**src/rtl/muldiv_pkg.sv**
```systemverilog
package muldiv_pkg;
  typedef enum logic [1:0] {
    OP_MULS = 2'b00,
    OP_MULU = 2'b01,
    OP_DIVS = 2'b10,
    OP_DIVU = 2'b11
  } md_op_e;

  typedef enum logic [1:0] {
    ST_IDLE = 2'b00,
    ST_RUN  = 2'b01,
    ST_FIX  = 2'b10
  } md_state_e;
endpackage

```
**src/rtl/md_mul_core.sv**
```systemverilog
module md_mul_core #(
  parameter int W = 32
) (
  input  logic           clk,
  input  logic           rst,
  input  logic           load_i,
  input  logic           step_i,
  input  logic [W-1:0]   mcand_i,
  input  logic [W-1:0]   mplier_i,
  output logic [2*W-1:0] prod_o
);
  logic [W-1:0]   mcand_q;
  logic [2*W-1:0] acc_q;
  logic [W:0]     upper_sum;

  // add the multiplicand into the upper half when the current LSB is set
  always_comb begin
    upper_sum = {1'b0, acc_q[2*W-1:W]} + (acc_q[0] ? {1'b0, mcand_q} : '0);
  end

  always_ff @(posedge clk) begin
    if (rst) begin
      mcand_q <= '0;
      acc_q   <= '0;
    end else if (load_i) begin
      mcand_q <= mcand_i;
      acc_q   <= {{W{1'b0}}, mplier_i};
    end else if (step_i) begin
      acc_q   <= {upper_sum, acc_q[W-1:1]};
    end
  end

  assign prod_o = acc_q;
endmodule

```
**src/rtl/md_div_core.sv**
```systemverilog
module md_div_core #(
  parameter int W = 32
) (
  input  logic         clk,
  input  logic         rst,
  input  logic         load_i,
  input  logic         step_i,
  input  logic [W-1:0] dvd_i,
  input  logic [W-1:0] dvs_i,
  output logic [W-1:0] quo_o,
  output logic [W-1:0] rem_o
);
  logic [W-1:0] dvs_q;
  logic [W-1:0] quo_q;
  logic [W-1:0] rem_q;
  logic [W:0]   rem_sh;
  logic [W:0]   trial;

  always_comb begin
    rem_sh = {rem_q, quo_q[W-1]};
    trial  = rem_sh - {1'b0, dvs_q};
  end

  always_ff @(posedge clk) begin
    if (rst) begin
      dvs_q <= '0;
      quo_q <= '0;
      rem_q <= '0;
    end else if (load_i) begin
      dvs_q <= dvs_i;
      quo_q <= dvd_i;
      rem_q <= '0;
    end else if (step_i) begin
      if (!trial[W]) begin
        rem_q <= trial[W-1:0];
        quo_q <= {quo_q[W-2:0], 1'b1};
      end else begin
        rem_q <= rem_sh[W-1:0];
        quo_q <= {quo_q[W-2:0], 1'b0};
      end
    end
  end

  assign quo_o = quo_q;
  assign rem_o = rem_q;

  // partial remainder never reaches a nonzero divisor
  p_rem_bound_r5: assert property (@(posedge clk) disable iff (rst)
    (dvs_q != '0) |-> (rem_q < dvs_q));
endmodule

```
**src/rtl/muldiv_unit.sv**
```systemverilog
module muldiv_unit
  import muldiv_pkg::*;
#(
  parameter int W = 32
) (
  input  logic         clk,
  input  logic         rst,
  input  logic         start_i,
  input  logic [1:0]   op_i,
  input  logic [W-1:0] opa_i,
  input  logic [W-1:0] opb_i,
  input  logic         wr_hi_i,
  input  logic         wr_lo_i,
  input  logic         rd_req_i,
  input  logic         rd_sel_i,
  output logic         busy_o,
  output logic         stall_o,
  output logic         rd_valid_o,
  output logic [W-1:0] rd_data_o
);
  localparam int CW = $clog2(W);
  localparam logic [CW-1:0] LAST_STEP = CW'(W - 1);

  md_state_e      state_q;
  logic [CW-1:0]  cnt_q;
  md_op_e         op_q;
  logic           neg_main_q;
  logic           neg_rem_q;
  logic [W-1:0]   hi_q, lo_q;
  logic [W-1:0]   rd_data_q;
  logic           rd_valid_q;

  logic           idle;
  logic           accept;
  logic           op_signed;
  logic           a_neg, b_neg;
  logic [W-1:0]   a_mag, b_mag;
  logic           core_step;
  logic [2*W-1:0] prod_raw, prod_fix;
  logic [W-1:0]   quo_raw, rem_raw, quo_fix, rem_fix;

  assign idle      = (state_q == ST_IDLE);
  assign accept    = idle && start_i;
  assign op_signed = !op_i[0];
  assign a_neg     = op_signed && opa_i[W-1];
  assign b_neg     = op_signed && opb_i[W-1];
  assign a_mag     = a_neg ? (~opa_i + W'(1)) : opa_i;
  assign b_mag     = b_neg ? (~opb_i + W'(1)) : opb_i;
  assign core_step = (state_q == ST_RUN);

  md_mul_core #(.W(W)) u_mul (
    .clk      (clk),
    .rst      (rst),
    .load_i   (accept),
    .step_i   (core_step),
    .mcand_i  (a_mag),
    .mplier_i (b_mag),
    .prod_o   (prod_raw)
  );

  md_div_core #(.W(W)) u_div (
    .clk    (clk),
    .rst    (rst),
    .load_i (accept),
    .step_i (core_step),
    .dvd_i  (a_mag),
    .dvs_i  (b_mag),
    .quo_o  (quo_raw),
    .rem_o  (rem_raw)
  );

  // sign correction applied in the final cycle
  assign prod_fix = neg_main_q ? (~prod_raw + (2*W)'(1)) : prod_raw;
  assign quo_fix  = neg_main_q ? (~quo_raw + W'(1)) : quo_raw;
  assign rem_fix  = neg_rem_q  ? (~rem_raw + W'(1)) : rem_raw;

  always_ff @(posedge clk) begin
    if (rst) begin
      state_q    <= ST_IDLE;
      cnt_q      <= '0;
      op_q       <= OP_MULS;
      neg_main_q <= 1'b0;
      neg_rem_q  <= 1'b0;
    end else begin
      unique case (state_q)
        ST_IDLE: if (start_i) begin
          state_q    <= ST_RUN;
          cnt_q      <= '0;
          op_q       <= md_op_e'(op_i);
          neg_main_q <= a_neg ^ b_neg;
          neg_rem_q  <= a_neg;
        end
        ST_RUN: begin
          cnt_q <= cnt_q + CW'(1);
          if (cnt_q == LAST_STEP) state_q <= ST_FIX;
        end
        ST_FIX:  state_q <= ST_IDLE;
        default: state_q <= ST_IDLE;
      endcase
    end
  end

  // result pair
  always_ff @(posedge clk) begin
    if (rst) begin
      hi_q <= '0;
      lo_q <= '0;
    end else if (state_q == ST_FIX) begin
      if (op_q[1]) begin
        hi_q <= rem_fix;
        lo_q <= quo_fix;
      end else begin
        hi_q <= prod_fix[2*W-1:W];
        lo_q <= prod_fix[W-1:0];
      end
    end else if (idle && !start_i) begin
      if (wr_hi_i) hi_q <= opa_i;
      if (wr_lo_i) lo_q <= opa_i;
    end
  end

  // read port
  always_ff @(posedge clk) begin
    if (rst) begin
      rd_valid_q <= 1'b0;
      rd_data_q  <= '0;
    end else begin
      rd_valid_q <= rd_req_i && idle;
      if (rd_req_i && idle) rd_data_q <= rd_sel_i ? hi_q : lo_q;
    end
  end

  assign busy_o     = !idle;
  assign stall_o    = rd_req_i && !idle;
  assign rd_valid_o = rd_valid_q;
  assign rd_data_o  = rd_data_q;

  // an accepted start makes the unit busy on the next cycle
  p_accept_busy_r7: assert property (@(posedge clk) disable iff (rst)
    (start_i && !busy_o) |=> busy_o);
  // correction step is the last busy cycle
  p_fix_ends_r7: assert property (@(posedge clk) disable iff (rst)
    (state_q == ST_FIX) |=> !busy_o);
  // result pair frozen while the loop runs
  p_pair_hold_r9: assert property (@(posedge clk) disable iff (rst)
    (busy_o && state_q != ST_FIX) |=> ($stable(hi_q) && $stable(lo_q)));
  // a start during busy leaves the latched operation alone
  p_start_ignored_r8: assert property (@(posedge clk) disable iff (rst)
    (busy_o && start_i) |=> $stable(op_q));
  // read data only follows an idle request
  p_read_idle_r10: assert property (@(posedge clk) disable iff (rst)
    (rd_req_i && busy_o) |=> !rd_valid_o);
endmodule

```
**config.mk**
```make
export PLATFORM = sky130hd
export DESIGN_NAME = muldiv_unit
export DESIGN_NICKNAME = d
export VERILOG_FILES = /design/src/rtl/muldiv_pkg.sv /design/src/rtl/md_mul_core.sv /design/src/rtl/md_div_core.sv /design/src/rtl/muldiv_unit.sv
export SDC_FILE = /design/constraint.sdc
export NUM_CORES = 1
export LEC_CHECK = 0
export BUFFER_PORTS_ARGS = -buffer_cell sky130_fd_sc_hd__clkbuf_2
export CAP_MARGIN = 15
export CORE_MARGIN = 5
export CORE_UTILIZATION = 38
export CTS_CLUSTER_DIAMETER = 150
export CTS_CLUSTER_SIZE = 25
export DETAILED_ROUTE_END_ITERATION = 10
export PLACE_DENSITY = 0.52
export SYNTH_ARGS = -nofsm -noshare
export SYNTH_HDL_FRONTEND = slang
export SYNTH_SLANG_ARGS = --single-unit
```
**constraint.sdc**
```tcl
create_clock -name clk -period 3.85 [get_ports clk]
set_clock_uncertainty 0.2 [all_clocks]
set_input_delay 0.385 -clock clk [delete_from_list [all_inputs] [get_ports clk]]
set_output_delay 0.385 -clock clk [all_outputs]
set_load 0.01 [all_outputs]
```
==> flow_metrics.py <==
metrics = {
    "run_status": {
        "outcome": "completed",
    },
    "drt": {
        "highest_layer": "met5",
        "first_pass_iters": 7,
        "viasPerCell": 5.972,
        "ant_nets": 0,
        "drc": 0,
        "via_count": 18930,
        "wl_met2_mm": 34.29,
        "wl_met1_mm": 34.56,
        "dr.first_iter.drc_count": 1843,
        "wl_mm": 75.65,
        "routedWlPerCell_um": 23.87,
        "dr_wl_met3_mm": 4.261,
    },
    "job": {
        "maxCapViolations": 0,
    },
    "sta": {
        "layout_min_cycle_time_ns": 3.832,
        "fin_crit_sh": 0.9954,
        "finalSetupTns_ns": 0,
        "clock.fmax_mhz": 261.0,
        "slew_violations": 0,
        "relSlewSlack": 0.4073,
        "rsz0062_at_grt": "false",
        "tightestPinTransition_ns": 0.8890,
        "setup_viol": 0,
        "report.final.hold_viol_count": 0,
    },
    "power": {
        "leakage_nw": 8.489,
        "total_power_w": 0.007841,
        "vdd_drop_max_uv": 224.3,
        "pwr_density_cell_nw_per_um2": 364.4,
    },
    "clock_network": {
        "cts_buffer_depth": 3,
        "insertion_delay_ns": 0.54,
        "clk_pin_slew_ns": 0.12,
        "root_buffer": "clkbuf_16",
        "cts_sinks": 299,
        "cts_setup_buffers": 0,
        "htree_levels": 1,
        "cts_tree": "built",
        "numCtsBuffers": 15,
    },
    "logic_synthesis": {
        "synth.distinct_cells": 83,
        "netlist.area_leader.share": 0.3108,
        "syn-cell-area_um2": 19260,
        "ys_seq_elements": 299,
        "synth-warning-count": 0,
        "yosysSeqAreaShare": 0.3108,
        "synth_enable_flop_cells": 0,
        "postSynth.asyncResetShare": 0,
        "synth-simple-area-share": 0.1855,
        "synth-adder-area-share": 0.04821,
        "synthCells": 2412,
        "synth-compound-area-share": 0.2883,
        "synth_top_area_cell": "dfxtp_1",
        "synth.top_cells.by_area": "dfxtp_1, a21oi_1, xnor2_1",
        "synth_ff_type": "dfxtp_1",
        "synth_xor_area_frac": 0.09050,
        "synth_top_family_by_area": "compound AO/OA/AOI/OAI gates",
        "synth_nets": 2558,
        "avgSynthCellArea_um2": 7.984,
        "synthMuxAreaShare": 0.03222,
    },
    "setup_path": {
        "worst-setup-path-type": "flip-flop to flip-flop",
        "required_ns": 4.03,
        "crit_slowest_cell": "or4_4",
        "reg2reg_depth": 9,
        "path_depth": 9,
        "cpMostUsedCell": "or2_1",
        "crit_buf_inv": 0,
        "crit_path_max_fanout": 5,
        "cpPeakStageDelay_ns": 0.59,
        "startpoint_type": "flip-flop",
        "crit_chain": "or3_1 -> or4b_4 -> or4_4 -> or2_1 -> or2_1 -> o31ai_2 -> xnor2_1 -> o211ai_1 -> a311oi_1",
        "cp_data_arrival_time_ns": 4.01,
        "worst_setup_path_end_kind": "flip-flop",
        "crit_family": "simple AND/OR/NAND/NOR gates",
    },
    "global_routing": {
        "overflow": 0,
        "grt_max_degree": 134,
        "track_usage": 0.2589,
        "grt_pass1_wl_mm": 112.9,
        "grt_pass1_vias": 17600,
        "antenna_found_initial": 7,
    },
    "placement": {
        "gp_congestion": 0.9471,
        "dp_hpwl_mm": 58.47,
        "io_buffers": 107,
    },
    "die": {
        "die_x_um": 235.1,
        "rows": 82,
        "dieArea_um2": 55280,
        "initial_core_util": 0.3839,
        "io_pins": 108,
        "die_h_um": 235.1,
        "core_um2": 50170,
    },
    "layout": {
        "fill_cells": 5112,
        "nets": 2641,
        "drive_above_1_share": 0.1439,
        "area.growth.synth_to_final_pct": 11.75,
    },
    "min_path": {
        "min_path_type": "input port to flip-flop",
        "hold_path_depth": 3,
    },
}
==> worst register-to-register path: stages, from the launching register on <==
cell      delay (ns)
dfxtp_1         0.40
or3_1           0.38
or4b_4          0.53
or4_4           0.59
or2_1           0.33
or2_1           0.29
o31ai_2         0.26
xnor2_1         0.09
o211ai_1        0.43
a311oi_1        0.18
==> stage by stage <==
step,utilization,worst slack (ns),instance area [um2],cells,hold WS [ns]
2_1_floorplan,-,0.2703,19260,2412,0.2181
3_3_place_gp,0.4188,-0.01062,21010,3143,0.2401
3_5_place_dp,0.4188,-0.01123,21010,3143,0.2419
4_1_cts,0.4279,0.03434,21470,3167,0.001744
5_1_grt,0.4289,0.00007105,21520,3168,0.02457
6_report,0.4289,0.01786,21520,3169,0.02280
==> final timing paths <==
| path | end | slack (ns) | from |
|---|---|---|---|
| worst max-delay path | hi_q[19] | 0.02 | u_mul.prod_o[18] |
| worst min-delay path | u_div.dvs_q[0] | 0.02 | opb_i[0] |
| worst max register to register | hi_q[19] | 0.02 | u_mul.prod_o[18] |
| worst min register to register | lo_q[0] | 0.26 | lo_q[0] |
==> cells by family (layout without fill, tap and decap cells) <==
kind of cell,after synthesis,in the layout
XOR/XNOR,199,199
buffers and inverters,225,308
other,0,2
flip-flops,299,299
AO/OA/AOI/OAI,814,814
multiplexers,53,53
adder cells (fa/ha/maj),73,73
AND/OR/NAND/NOR,749,749
==> cells in the mapped netlist (8+ instances only) <==
| cell | count |
|---|---|
| o21a_1 | 38 |
| or2_2 | 9 |
| nand4_1 | 8 |
| a21boi_0 | 30 |
| a21o_1 | 39 |
| xnor2_1 | 120 |
| o31ai_1 | 40 |
| inv_1 | 64 |
| or3_1 | 27 |
| o221a_2 | 57 |
| a31oi_1 | 21 |
| clkbuf_1 | 134 |
| nor2b_1 | 17 |
| a311oi_1 | 33 |
| ha_1 | 71 |
| a22oi_1 | 9 |
| nor3_1 | 48 |
| nor4_1 | 20 |
| nand2b_1 | 23 |
| or4_1 | 18 |
| nand3_1 | 38 |
| nand2_1 | 209 |
| buf_1 | 23 |
| mux2i_1 | 44 |
| a21oi_1 | 232 |
| o21ai_0 | 133 |
| xor2_1 | 79 |
| o211ai_1 | 20 |
| o21bai_1 | 10 |
| nor2_1 | 247 |
| o41ai_1 | 10 |
| and2_1 | 37 |
| dfxtp_1 | 299 |
| a2111oi_0 | 10 |
| and3_1 | 13 |
| a211oi_1 | 63 |
==> state kept, by name (all words and copies together), names as in the netlist, 32 cells and up <==
signal,count
u_mul.mcand_q,32
u_div.quo_o,32
u_div.dvs_q,32
u_mul.prod_o,64
lo_q,32
u_div.rem_o,32
hi_q,32
rd_data_o,32
==> final cells by class <==
cell class	instances	area (um2)	share of cell area
clock buffers	17	382.9	0.01779
multi-input cells	1888	12520	0.5816
well taps	672	840.8	0.03907
diodes	2	5.005	0.0002326
flip-flops and latches	299	5992	0.2784
repair buffers	227	1543	0.07169
inverters	64	240.2	0.01116
==> report_power, final <==
part / switching (W) / leakage (nW) / internal [W]
logic: 0.00149 / 5.84 / 0.000960
registers: 0.000251 / 2.46 / 0.00333
clock network: 0.00110 / 0.187 / 0.000717
==> placed cells by master (no fill, tap or decap), drive strengths merged, types with 7 or more instances in the layout <==
master,n
o21ai,140
nand2b,23
a21boi,30
nor2b,17
a31oi,21
a22oi,9
or3,29
nand4,9
o21a,38
mux4,7
buf,114
xor2,79
a311oi,33
a21o,39
o31ai,45
nor3,48
clkbuf,123
a211oi,64
o221a,57
dlygate4sd3,7
a21oi,233
or2,16
and2,37
nand3,38
a2111oi,11
ha,71
and3,13
o211ai,20
inv,64
o21bai,10
xnor2,120
dfxtp,299
o41ai,11
or4,23
nor4,24
nand2,209
nor2,248
mux2i,44
==> layer usage <==
layer / track usage / vias up
li1: - / 8979
met1: 0.3662 / 9144
met2: 0.4218 / 684
met3: 0.02448 / 117
met4: 0.07556 / 2
met5: 0 / -
==> repair_timing <==
action                                 in CTS  in global routing
hold buffers                                7                  0
gates resized for setup                     1                 10
endpoints found under the hold margin       9                  0
pin swaps                                   0                  1
setup endpoints to repair                   2                 39
(Power assumes the default switching activity.)
